$ cat src/rtl/pfp_pkg.sv
// Shared types for the priority-ordered frame packer.
package pfp_pkg;
    typedef enum logic [1:0] {
        PK_IDLE   = 2'd0,
        PK_DECIDE = 2'd1,
        PK_SEND   = 2'd2
    } pk_state_e;

    localparam int BYTE_W = 8;
endpackage

$ cat src/rtl/pfp_msg_queue.sv
// Urgency-sorted message store.
// Keeps entries ordered: larger priority toward index 0, ties in arrival
// order. Assumes push and pop never occur in the same cycle (the top
// gates push with the builder's busy state).
module pfp_msg_queue #(
    parameter int DEPTH    = 8,
    parameter int PRIO_W   = 4,
    parameter int LEN_W    = 3,
    parameter int ID_W     = 8,
    parameter int DATA_W   = 32,
    parameter int MAX_BYTES = 4
) (
    input  logic              clk,
    input  logic              rst_n,
    input  logic              push_i,
    input  logic [PRIO_W-1:0] prio_i,
    input  logic [LEN_W-1:0]  len_i,
    input  logic [ID_W-1:0]   id_i,
    input  logic [DATA_W-1:0] data_i,
    input  logic              pop_i,
    output logic              full_o,
    output logic              head_valid_o,
    output logic [LEN_W-1:0]  head_len_o,
    output logic [ID_W-1:0]   head_id_o,
    output logic [DATA_W-1:0] head_data_o
);
    localparam int ENT_W = PRIO_W + LEN_W + ID_W + DATA_W;
    localparam int CNT_W = $clog2(DEPTH + 1);

    logic [ENT_W-1:0] ent_q [DEPTH];
    logic [CNT_W-1:0] count_q;
    logic [CNT_W-1:0] ins_pos;
    logic [ENT_W-1:0] push_word;

    assign push_word = {prio_i, len_i, id_i, data_i};

    // Insertion point: number of stored entries with priority >= new one.
    always_comb begin
        ins_pos = '0;
        for (int i = 0; i < DEPTH; i++) begin
            if ((CNT_W'(i) < count_q) && (ent_q[i][ENT_W-1 -: PRIO_W] >= prio_i))
                ins_pos = ins_pos + 1'b1;
        end
    end

    // Occupancy counter.
    always_ff @(posedge clk) begin
        if (!rst_n)
            count_q <= '0;
        else if (push_i)
            count_q <= count_q + 1'b1;
        else if (pop_i)
            count_q <= count_q - 1'b1;
    end

    for (genvar g = 0; g < DEPTH; g++) begin : g_ent
        logic [ENT_W-1:0] prev_w;
        logic [ENT_W-1:0] next_w;
        if (g == 0) begin : g_first
            assign prev_w = push_word;
        end else begin : g_rest
            assign prev_w = ent_q[g-1];
        end
        if (g == DEPTH - 1) begin : g_last
            assign next_w = ent_q[g];
        end else begin : g_inner
            assign next_w = ent_q[g+1];
        end

        // Entry update: insert/shift down on push, shift up on pop.
        always_ff @(posedge clk) begin
            if (push_i) begin
                if (CNT_W'(g) == ins_pos)
                    ent_q[g] <= push_word;
                else if (CNT_W'(g) > ins_pos)
                    ent_q[g] <= prev_w;
            end else if (pop_i) begin
                ent_q[g] <= next_w;
            end
        end

        if (g < DEPTH - 1) begin : g_chk
            AST_QUEUE_SORTED: assert property (@(posedge clk) disable iff (!rst_n)
                (CNT_W'(g + 1) < count_q) |->
                (ent_q[g][ENT_W-1 -: PRIO_W] >= ent_q[g+1][ENT_W-1 -: PRIO_W]))
                else $error("queue order broken");
        end
    end

    assign full_o       = (count_q == CNT_W'(DEPTH));
    assign head_valid_o = (count_q != '0);
    assign head_len_o   = ent_q[0][DATA_W+ID_W +: LEN_W];
    assign head_id_o    = ent_q[0][DATA_W +: ID_W];
    assign head_data_o  = ent_q[0][DATA_W-1:0];

    AST_PUSH_POP_EXCL: assert property (@(posedge clk) disable iff (!rst_n)
        !(push_i && pop_i))
        else $error("push and pop together");

    AST_LEN_LEGAL: assert property (@(posedge clk) disable iff (!rst_n)
        push_i |-> ((len_i != '0) && (len_i <= LEN_W'(MAX_BYTES))))
        else $error("illegal message length");

    AST_NO_PUSH_FULL: assert property (@(posedge clk) disable iff (!rst_n)
        full_o |-> !push_i)
        else $error("push into full queue");
endmodule

$ cat src/rtl/pfp_frame_builder.sv
// Frame builder: on a slot strobe, streams head messages (header then
// payload) while each fits whole in the remaining data field.
// Assumes every message plus header is no larger than any slot length.
module pfp_frame_builder
    import pfp_pkg::*;
#(
    parameter int LEN_W     = 3,
    parameter int ID_W      = 8,
    parameter int MAX_BYTES = 4,
    parameter int SLOT_W    = 6
) (
    input  logic                     clk,
    input  logic                     rst_n,
    input  logic                     slot_go_i,
    input  logic [SLOT_W-1:0]        slot_bytes_i,
    input  logic                     head_valid_i,
    input  logic [LEN_W-1:0]         head_len_i,
    input  logic [ID_W-1:0]          head_id_i,
    input  logic [8*MAX_BYTES-1:0]   head_data_i,
    output logic                     pop_o,
    output logic                     busy_o,
    output logic                     out_valid_o,
    output logic [BYTE_W-1:0]        out_data_o,
    output logic                     frame_done_o
);
    localparam int HDR    = ID_W / BYTE_W;
    localparam int NBYTES = HDR + MAX_BYTES;
    localparam int IDX_W  = $clog2(NBYTES);

    pk_state_e         state_q;
    logic [SLOT_W-1:0] rem_q;
    logic [IDX_W-1:0]  idx_q;
    logic              done_q;
    logic [SLOT_W-1:0] need;
    logic              fits;
    logic              last_byte;
    logic [BYTE_W-1:0] byte_mux [NBYTES];

    for (genvar b = 0; b < HDR; b++) begin : g_hdr
        assign byte_mux[b] = head_id_i[BYTE_W*b +: BYTE_W];
    end
    for (genvar b = 0; b < MAX_BYTES; b++) begin : g_pay
        assign byte_mux[HDR+b] = head_data_i[BYTE_W*b +: BYTE_W];
    end

    assign need      = SLOT_W'(HDR) + SLOT_W'(head_len_i);
    assign fits      = head_valid_i && (need <= rem_q);
    assign last_byte = (idx_q == (IDX_W'(HDR) + IDX_W'(head_len_i) - 1'b1));

    // Packing sequencer: capture slot, decide per message, stream bytes.
    always_ff @(posedge clk) begin
        if (!rst_n) begin
            state_q <= PK_IDLE;
            rem_q   <= '0;
            idx_q   <= '0;
            done_q  <= 1'b0;
        end else begin
            done_q <= 1'b0;
            case (state_q)
                PK_IDLE: begin
                    if (slot_go_i) begin
                        rem_q   <= slot_bytes_i;
                        state_q <= PK_DECIDE;
                    end
                end
                PK_DECIDE: begin
                    if (fits) begin
                        idx_q   <= '0;
                        state_q <= PK_SEND;
                    end else begin
                        done_q  <= 1'b1;
                        state_q <= PK_IDLE;
                    end
                end
                PK_SEND: begin
                    if (last_byte) begin
                        rem_q   <= rem_q - need;
                        state_q <= PK_DECIDE;
                    end else begin
                        idx_q <= idx_q + 1'b1;
                    end
                end
                default: state_q <= PK_IDLE;
            endcase
        end
    end

    assign pop_o        = (state_q == PK_SEND) && last_byte;
    assign busy_o       = (state_q != PK_IDLE);
    assign out_valid_o  = (state_q == PK_SEND);
    assign out_data_o   = byte_mux[idx_q];
    assign frame_done_o = done_q;

    // Checker state: bytes emitted in the current frame and its slot length.
    logic [SLOT_W-1:0] chk_sent_q;
    logic [SLOT_W-1:0] chk_cap_q;
    always_ff @(posedge clk) begin
        if (!rst_n) begin
            chk_sent_q <= '0;
            chk_cap_q  <= '0;
        end else if ((state_q == PK_IDLE) && slot_go_i) begin
            chk_sent_q <= '0;
            chk_cap_q  <= slot_bytes_i;
        end else if (out_valid_o) begin
            chk_sent_q <= chk_sent_q + 1'b1;
        end
    end

    AST_FRAME_WITHIN_SLOT: assert property (@(posedge clk) disable iff (!rst_n)
        out_valid_o |-> (chk_sent_q < chk_cap_q))
        else $error("frame exceeds slot");

    AST_DONE_ONE_CYCLE: assert property (@(posedge clk) disable iff (!rst_n)
        frame_done_o |=> !frame_done_o)
        else $error("frame_done longer than one cycle");

    AST_DONE_NOT_STREAMING: assert property (@(posedge clk) disable iff (!rst_n)
        frame_done_o |-> !out_valid_o)
        else $error("frame_done during byte stream");

    AST_HEAD_HELD: assert property (@(posedge clk) disable iff (!rst_n)
        ((state_q == PK_SEND) && $past(state_q == PK_SEND) && $past(!pop_o)) |->
        ($stable(head_id_i) && $stable(head_len_i)))
        else $error("head changed inside a message");

    AST_EMPTY_DONE: assert property (@(posedge clk) disable iff (!rst_n)
        ((state_q == PK_DECIDE) && !head_valid_i) |=> (frame_done_o && !out_valid_o))
        else $error("empty queue did not close frame");
endmodule

$ cat src/rtl/prio_frame_packer.sv
// Priority-ordered dynamic frame packer top.
// Accepts messages into an urgency-sorted queue and, on each slot
// strobe, packs whole messages from the head into a byte stream.
// Assumes HDR + in_len <= slot_bytes for every message and slot.
module prio_frame_packer
    import pfp_pkg::*;
#(
    parameter int DEPTH     = 8,
    parameter int PRIO_W    = 4,
    parameter int ID_W      = 8,
    parameter int MAX_BYTES = 4,
    parameter int SLOT_W    = 6,
    localparam int LEN_W    = $clog2(MAX_BYTES + 1),
    localparam int DATA_W   = 8 * MAX_BYTES
) (
    input  logic              clk,
    input  logic              rst_n,
    input  logic              in_valid,
    output logic              in_ready,
    input  logic [PRIO_W-1:0] in_prio,
    input  logic [LEN_W-1:0]  in_len,
    input  logic [ID_W-1:0]   in_id,
    input  logic [DATA_W-1:0] in_data,
    input  logic              slot_go,
    input  logic [SLOT_W-1:0] slot_bytes,
    output logic              out_valid,
    output logic [7:0]        out_data,
    output logic              frame_done
);
    logic              q_full;
    logic              q_head_valid;
    logic [LEN_W-1:0]  q_head_len;
    logic [ID_W-1:0]   q_head_id;
    logic [DATA_W-1:0] q_head_data;
    logic              b_pop;
    logic              b_busy;
    logic              push;

    // Enqueue gate: only while idle, not full and no strobe this cycle.
    assign in_ready = !q_full && !b_busy && !slot_go;
    assign push     = in_valid && in_ready;

    pfp_msg_queue #(
        .DEPTH     (DEPTH),
        .PRIO_W    (PRIO_W),
        .LEN_W     (LEN_W),
        .ID_W      (ID_W),
        .DATA_W    (DATA_W),
        .MAX_BYTES (MAX_BYTES)
    ) u_queue (
        .clk          (clk),
        .rst_n        (rst_n),
        .push_i       (push),
        .prio_i       (in_prio),
        .len_i        (in_len),
        .id_i         (in_id),
        .data_i       (in_data),
        .pop_i        (b_pop),
        .full_o       (q_full),
        .head_valid_o (q_head_valid),
        .head_len_o   (q_head_len),
        .head_id_o    (q_head_id),
        .head_data_o  (q_head_data)
    );

    pfp_frame_builder #(
        .LEN_W     (LEN_W),
        .ID_W      (ID_W),
        .MAX_BYTES (MAX_BYTES),
        .SLOT_W    (SLOT_W)
    ) u_builder (
        .clk          (clk),
        .rst_n        (rst_n),
        .slot_go_i    (slot_go),
        .slot_bytes_i (slot_bytes),
        .head_valid_i (q_head_valid),
        .head_len_i   (q_head_len),
        .head_id_i    (q_head_id),
        .head_data_i  (q_head_data),
        .pop_o        (b_pop),
        .busy_o       (b_busy),
        .out_valid_o  (out_valid),
        .out_data_o   (out_data),
        .frame_done_o (frame_done)
    );

    AST_NO_ACCEPT_BUSY: assert property (@(posedge clk) disable iff (!rst_n)
        (b_busy || slot_go) |-> !in_ready)
        else $error("enqueue open during frame");
endmodule

$ cat config.mk
export PLATFORM = sky130hd
export DESIGN_NAME = prio_frame_packer
export DESIGN_NICKNAME = d
export VERILOG_FILES = /design/src/rtl/pfp_pkg.sv /design/src/rtl/pfp_msg_queue.sv /design/src/rtl/pfp_frame_builder.sv /design/src/rtl/prio_frame_packer.sv
export SDC_FILE = /design/constraint.sdc
export NUM_CORES = 1
export LEC_CHECK = 0
export BUFFER_PORTS_ARGS = -buffer_cell sky130_fd_sc_hd__buf_2
export CORE_ASPECT_RATIO = 1.5
export CORE_MARGIN = 8
export CORE_UTILIZATION = 23
export DETAILED_ROUTE_END_ITERATION = 6
export PLACE_DENSITY_LB_ADDON = 0.12
export SETUP_SLACK_MARGIN = 0.3
export SKIP_LAST_GASP = 1
export SYNTH_ARGS = -nofsm -noshare
export SYNTH_HDL_FRONTEND = slang
export SYNTH_HIERARCHICAL = 1
export SYNTH_SLANG_ARGS = --single-unit
export TNS_END_PERCENT = 1
$ cat constraint.sdc
create_clock -name clk -period 21.7 [get_ports clk]
set_input_delay 1.085 -clock clk [delete_from_list [all_inputs] [get_ports clk]]
set_output_delay 1.085 -clock clk [all_outputs]
set_load 0.01 [all_outputs]
==> out/qor.txt <==
Max VDD drop -> 46.9 uV
hold depth -> 2
final WL -> 70.8 mm
via-per-instance ratio -> 4.98
Net Sw Frac -> 0.267
fin. max-slew vios -> 0
cell-internal power -> 1.43 mW
Hold Path Class -> reg -> reg
Worst-Margin Slew -> 1.07 ns
CTS tree -> done
pin count of the biggest net entering global routing -> 188
Final Hold Vio Count -> 0
critical path class -> in -> reg
largest stage delay on the critical path -> 0.74 ns
Placed Cells incl. Taps -> 2911
Tmin final -> 9.05 ns
initial antenna violation count -> 1
vias in the first global route -> 15684
routability cong. -> 0.766
Worst-path clk slew -> 0.07 ns
Fmax achieved -> 110 MHz
Post-Syn Nets -> 1965
fin util -> 0.258
R2R setup slack -> 12.94 ns
Yosys reg bits -> 392
Die Footprint -> 103000 um2
Mapped Cells -> 1854
CP top delay family -> buffers and inverters
Initial Util -> 0.231
R2R Path Start -> u_queue/ent_q[0][90]
Setup Viol. Count Final -> 0
CTS-repair resized insts -> 0
P&R area growth vs syn -> 11.7%
Total GRT Usage -> 0.133
Clock Tree Root -> clkbuf_16
DP HPWL -> 43.5 mm
Final Total Pwr -> 1.95 mW
startpoint class of the critical path -> primary input
Final ANT Viol Nets -> 0
final-stage net count -> 1887
slowest CP cell -> buf_4
Fin Setup TNS -> 0 ns
PortBufs -> 67
leak pwr -> 8.70 nW
die width -> 265 um
total gr overflow -> 0
status -> completed
Starting DRT DRC Count -> 1219
Synth Flop Type -> edfxtp_1
yosys warns -> 6
Hold Startpoint -> u_builder/rem_q[4]
pwr/cell area -> 81.7 nW/um2
worst skew pair latency -> 0.59 ns
clock share of power -> 0.394
Hold Path End -> u_builder/rem_q[4]
Max-slew headroom -> 0.286
CP dominant cell by count -> ha_1
Worst Path Buf+Inv -> 7
post-DR wirelength/cell -> 23.6 um
EDFF count, synth -> 376
CTS buffer count -> 44
Seq pwr share -> 0.475
Core Rows -> 137
Psw -> 522 uW
CP Max Fanout -> 50
Syn Area/Cell -> 11.5 um2
reg-to-reg endpoint -> u_queue/ent_q[1][4]
first-pass GRT wire length -> 106 mm
Worst R2R Path Depth -> 32
Clock Path Buffers -> 3
Netlist cell types -> 74
tightest hold margin -> 0.499 ns
hold buffers post-CTS -> 0
Setup Skew -> 0.0231 ns
Via Count -> 14907
share of layout cells above drive strength 1 -> 0.140
H-tree levels -> 2
First-pass DRT Iterations -> 5
Post-CTS Setup Bufs -> 0
DIE HEIGHT -> 390 um
I/O pin count -> 68
core area -> 92600 um2
Comb pwr share -> 0.131
Sink Count -> 392
Seq/Total Area, Yosys -> 0.542
Setup crit end kind -> flip-flop
WP data required -> 21.90 ns
synthesized area -> 21400 um2
Final period util -> 0.417
DRC errors left -> 0
async set-or-reset flop fraction in the synthesized netlist -> 0
RSZ-0062 raised after global routing -> false
CP Data Arrival Time -> 9.25 ns
maxcap violations -> 0
non-filler cells, final -> 2993
-- layer usage --
layer  up-vias  part of all wire  GRT usage
li1       6789                 -          -
met1      7681              0.42      0.162
met2       349              0.52      0.243
met3        86             0.043     0.0223
met4         2             0.020     0.0329
met5         -           0.00018          0
-- placed cells by master (no fill, tap or decap), types with 53 or more instances in the layout --
cell type	count
ha_1	53
inv_1	132
nor3_1	103
a21o_1	57
and2_1	141
a221o_1	234
edfxtp_1	376
nand2_1	166
nand3_1	57
buf_2	67
-- worst max-delay path by stage --
stage / start / slack [ns] / end / cells past startpoint
3_3_place_gp: in_prio[0] / 12.20 / u_queue/ent_q[1][1] / 32
3_5_place_dp: in_prio[0] / 12.07 / u_queue/ent_q[1][1] / 32
5_1_grt: in_prio[0] / 12.08 / u_queue/ent_q[1][1] / 32
4_1_cts: in_prio[0] / 12.64 / u_queue/ent_q[1][4] / 32
2_1_floorplan: in_prio[1] / 12.91 / u_queue/ent_q[1][100] / 30
6_report: in_prio[0] / 12.65 / u_queue/ent_q[1][4] / 32
-- state kept, by name, indices dropped and copies added (netlist names) --
name,cells
u_queue/ent_q,376
u_builder/rem_q,6
u_queue/count_q,4
u_builder/idx_q,3
u_builder/state_q,2
u_builder/frame_done_o,1
-- tightest hold or removal path, delay by kind of cell (launching register included) --
family	cells	cell delay, ns
flip-flops	1	0.33
AND/OR/NAND/NOR	1	0.07
AO/OA/AOI/OAI	1	0.06
-- area by class of cell --
cell class,count,area [um2]
Fill cell,9696,68700
Sequential cell,392,11600
Clock inverter,25,239
Tap cell,1181,1480
Multi-Input combinational cell,1107,8320
Antenna cell,1,2.50
Timing Repair Buffer,96,566
Inverter,135,508
Clock buffer,56,1190
-- power by group through the flow --
| stage | Combinational [mW] | Clock (mW) | Sequential (mW) |
|---|---|---|---|
| CTS | 0.261 | 0.806 | 0.929 |
| global placement | 0.256 | 0 | 0.944 |
| global route | 0.282 | 0.822 | 0.933 |
| finish | 0.255 | 0.771 | 0.928 |
| detailed placement | 0.259 | 0 | 0.944 |
| floorplan | 0.184 | 0 | 0.929 |
-- per-stage QoR --
stage | setup WS, ns | area, um2
5_1_grt | 12.08 | 23900
3_3_place_gp | 12.20 | 22500
2_1_floorplan | 12.91 | 21400
3_5_place_dp | 12.07 | 22500
6_report | 12.65 | 23900
4_1_cts | 12.64 | 23900
-- cells in the mapped netlist, drive strengths merged, types with 3 or more instances --
| library cell | number | area share |
|---|---|---|
| nor3 | 103 | 0.024 |
| a21o | 57 | 0.020 |
| xor2 | 3 | 0.0012 |
| o221ai | 4 | 0.0016 |
| mux2 | 48 | 0.025 |
| or3 | 4 | 0.0014 |
| nand2b | 14 | 0.0041 |
| clkbuf | 137 | 0.024 |
| o21ai | 21 | 0.0049 |
| nand2 | 175 | 0.031 |
| dfxtp | 16 | 0.015 |
| a221o | 234 | 0.11 |
| buf | 83 | 0.025 |
| mux4 | 8 | 0.0084 |
| a211o | 4 | 0.0016 |
| edfxtp | 376 | 0.53 |
| inv | 134 | 0.023 |
| a211oi | 14 | 0.0057 |
| nor4b | 3 | 0.0018 |
| mux2i | 4 | 0.0019 |
| o31a | 3 | 0.0012 |
| nor2 | 16 | 0.0028 |
| nand3 | 59 | 0.014 |
| nor2b | 7 | 0.0020 |
| and3 | 5 | 0.0015 |
| o31ai | 3 | 0.0011 |
| xnor3 | 3 | 0.0032 |
| nor3b | 48 | 0.017 |
| a21oi | 15 | 0.0035 |
| and2 | 144 | 0.042 |
| nand4 | 4 | 0.0015 |
| xnor2 | 16 | 0.0065 |
| o21a | 6 | 0.0021 |
| ha | 53 | 0.031 |
-- cell families after synthesis --
family	count (synthesis)	share of synthesized area
AND/OR/NAND/NOR	592	0.147
AO/OA/AOI/OAI	379	0.159
flip-flops	392	0.542
buffers and inverters	355	0.0732
multiplexers	60	0.0355
XOR/XNOR	22	0.0109
adder cells (fa/ha/maj)	54	0.0319
(Power assumes the default switching activity.)
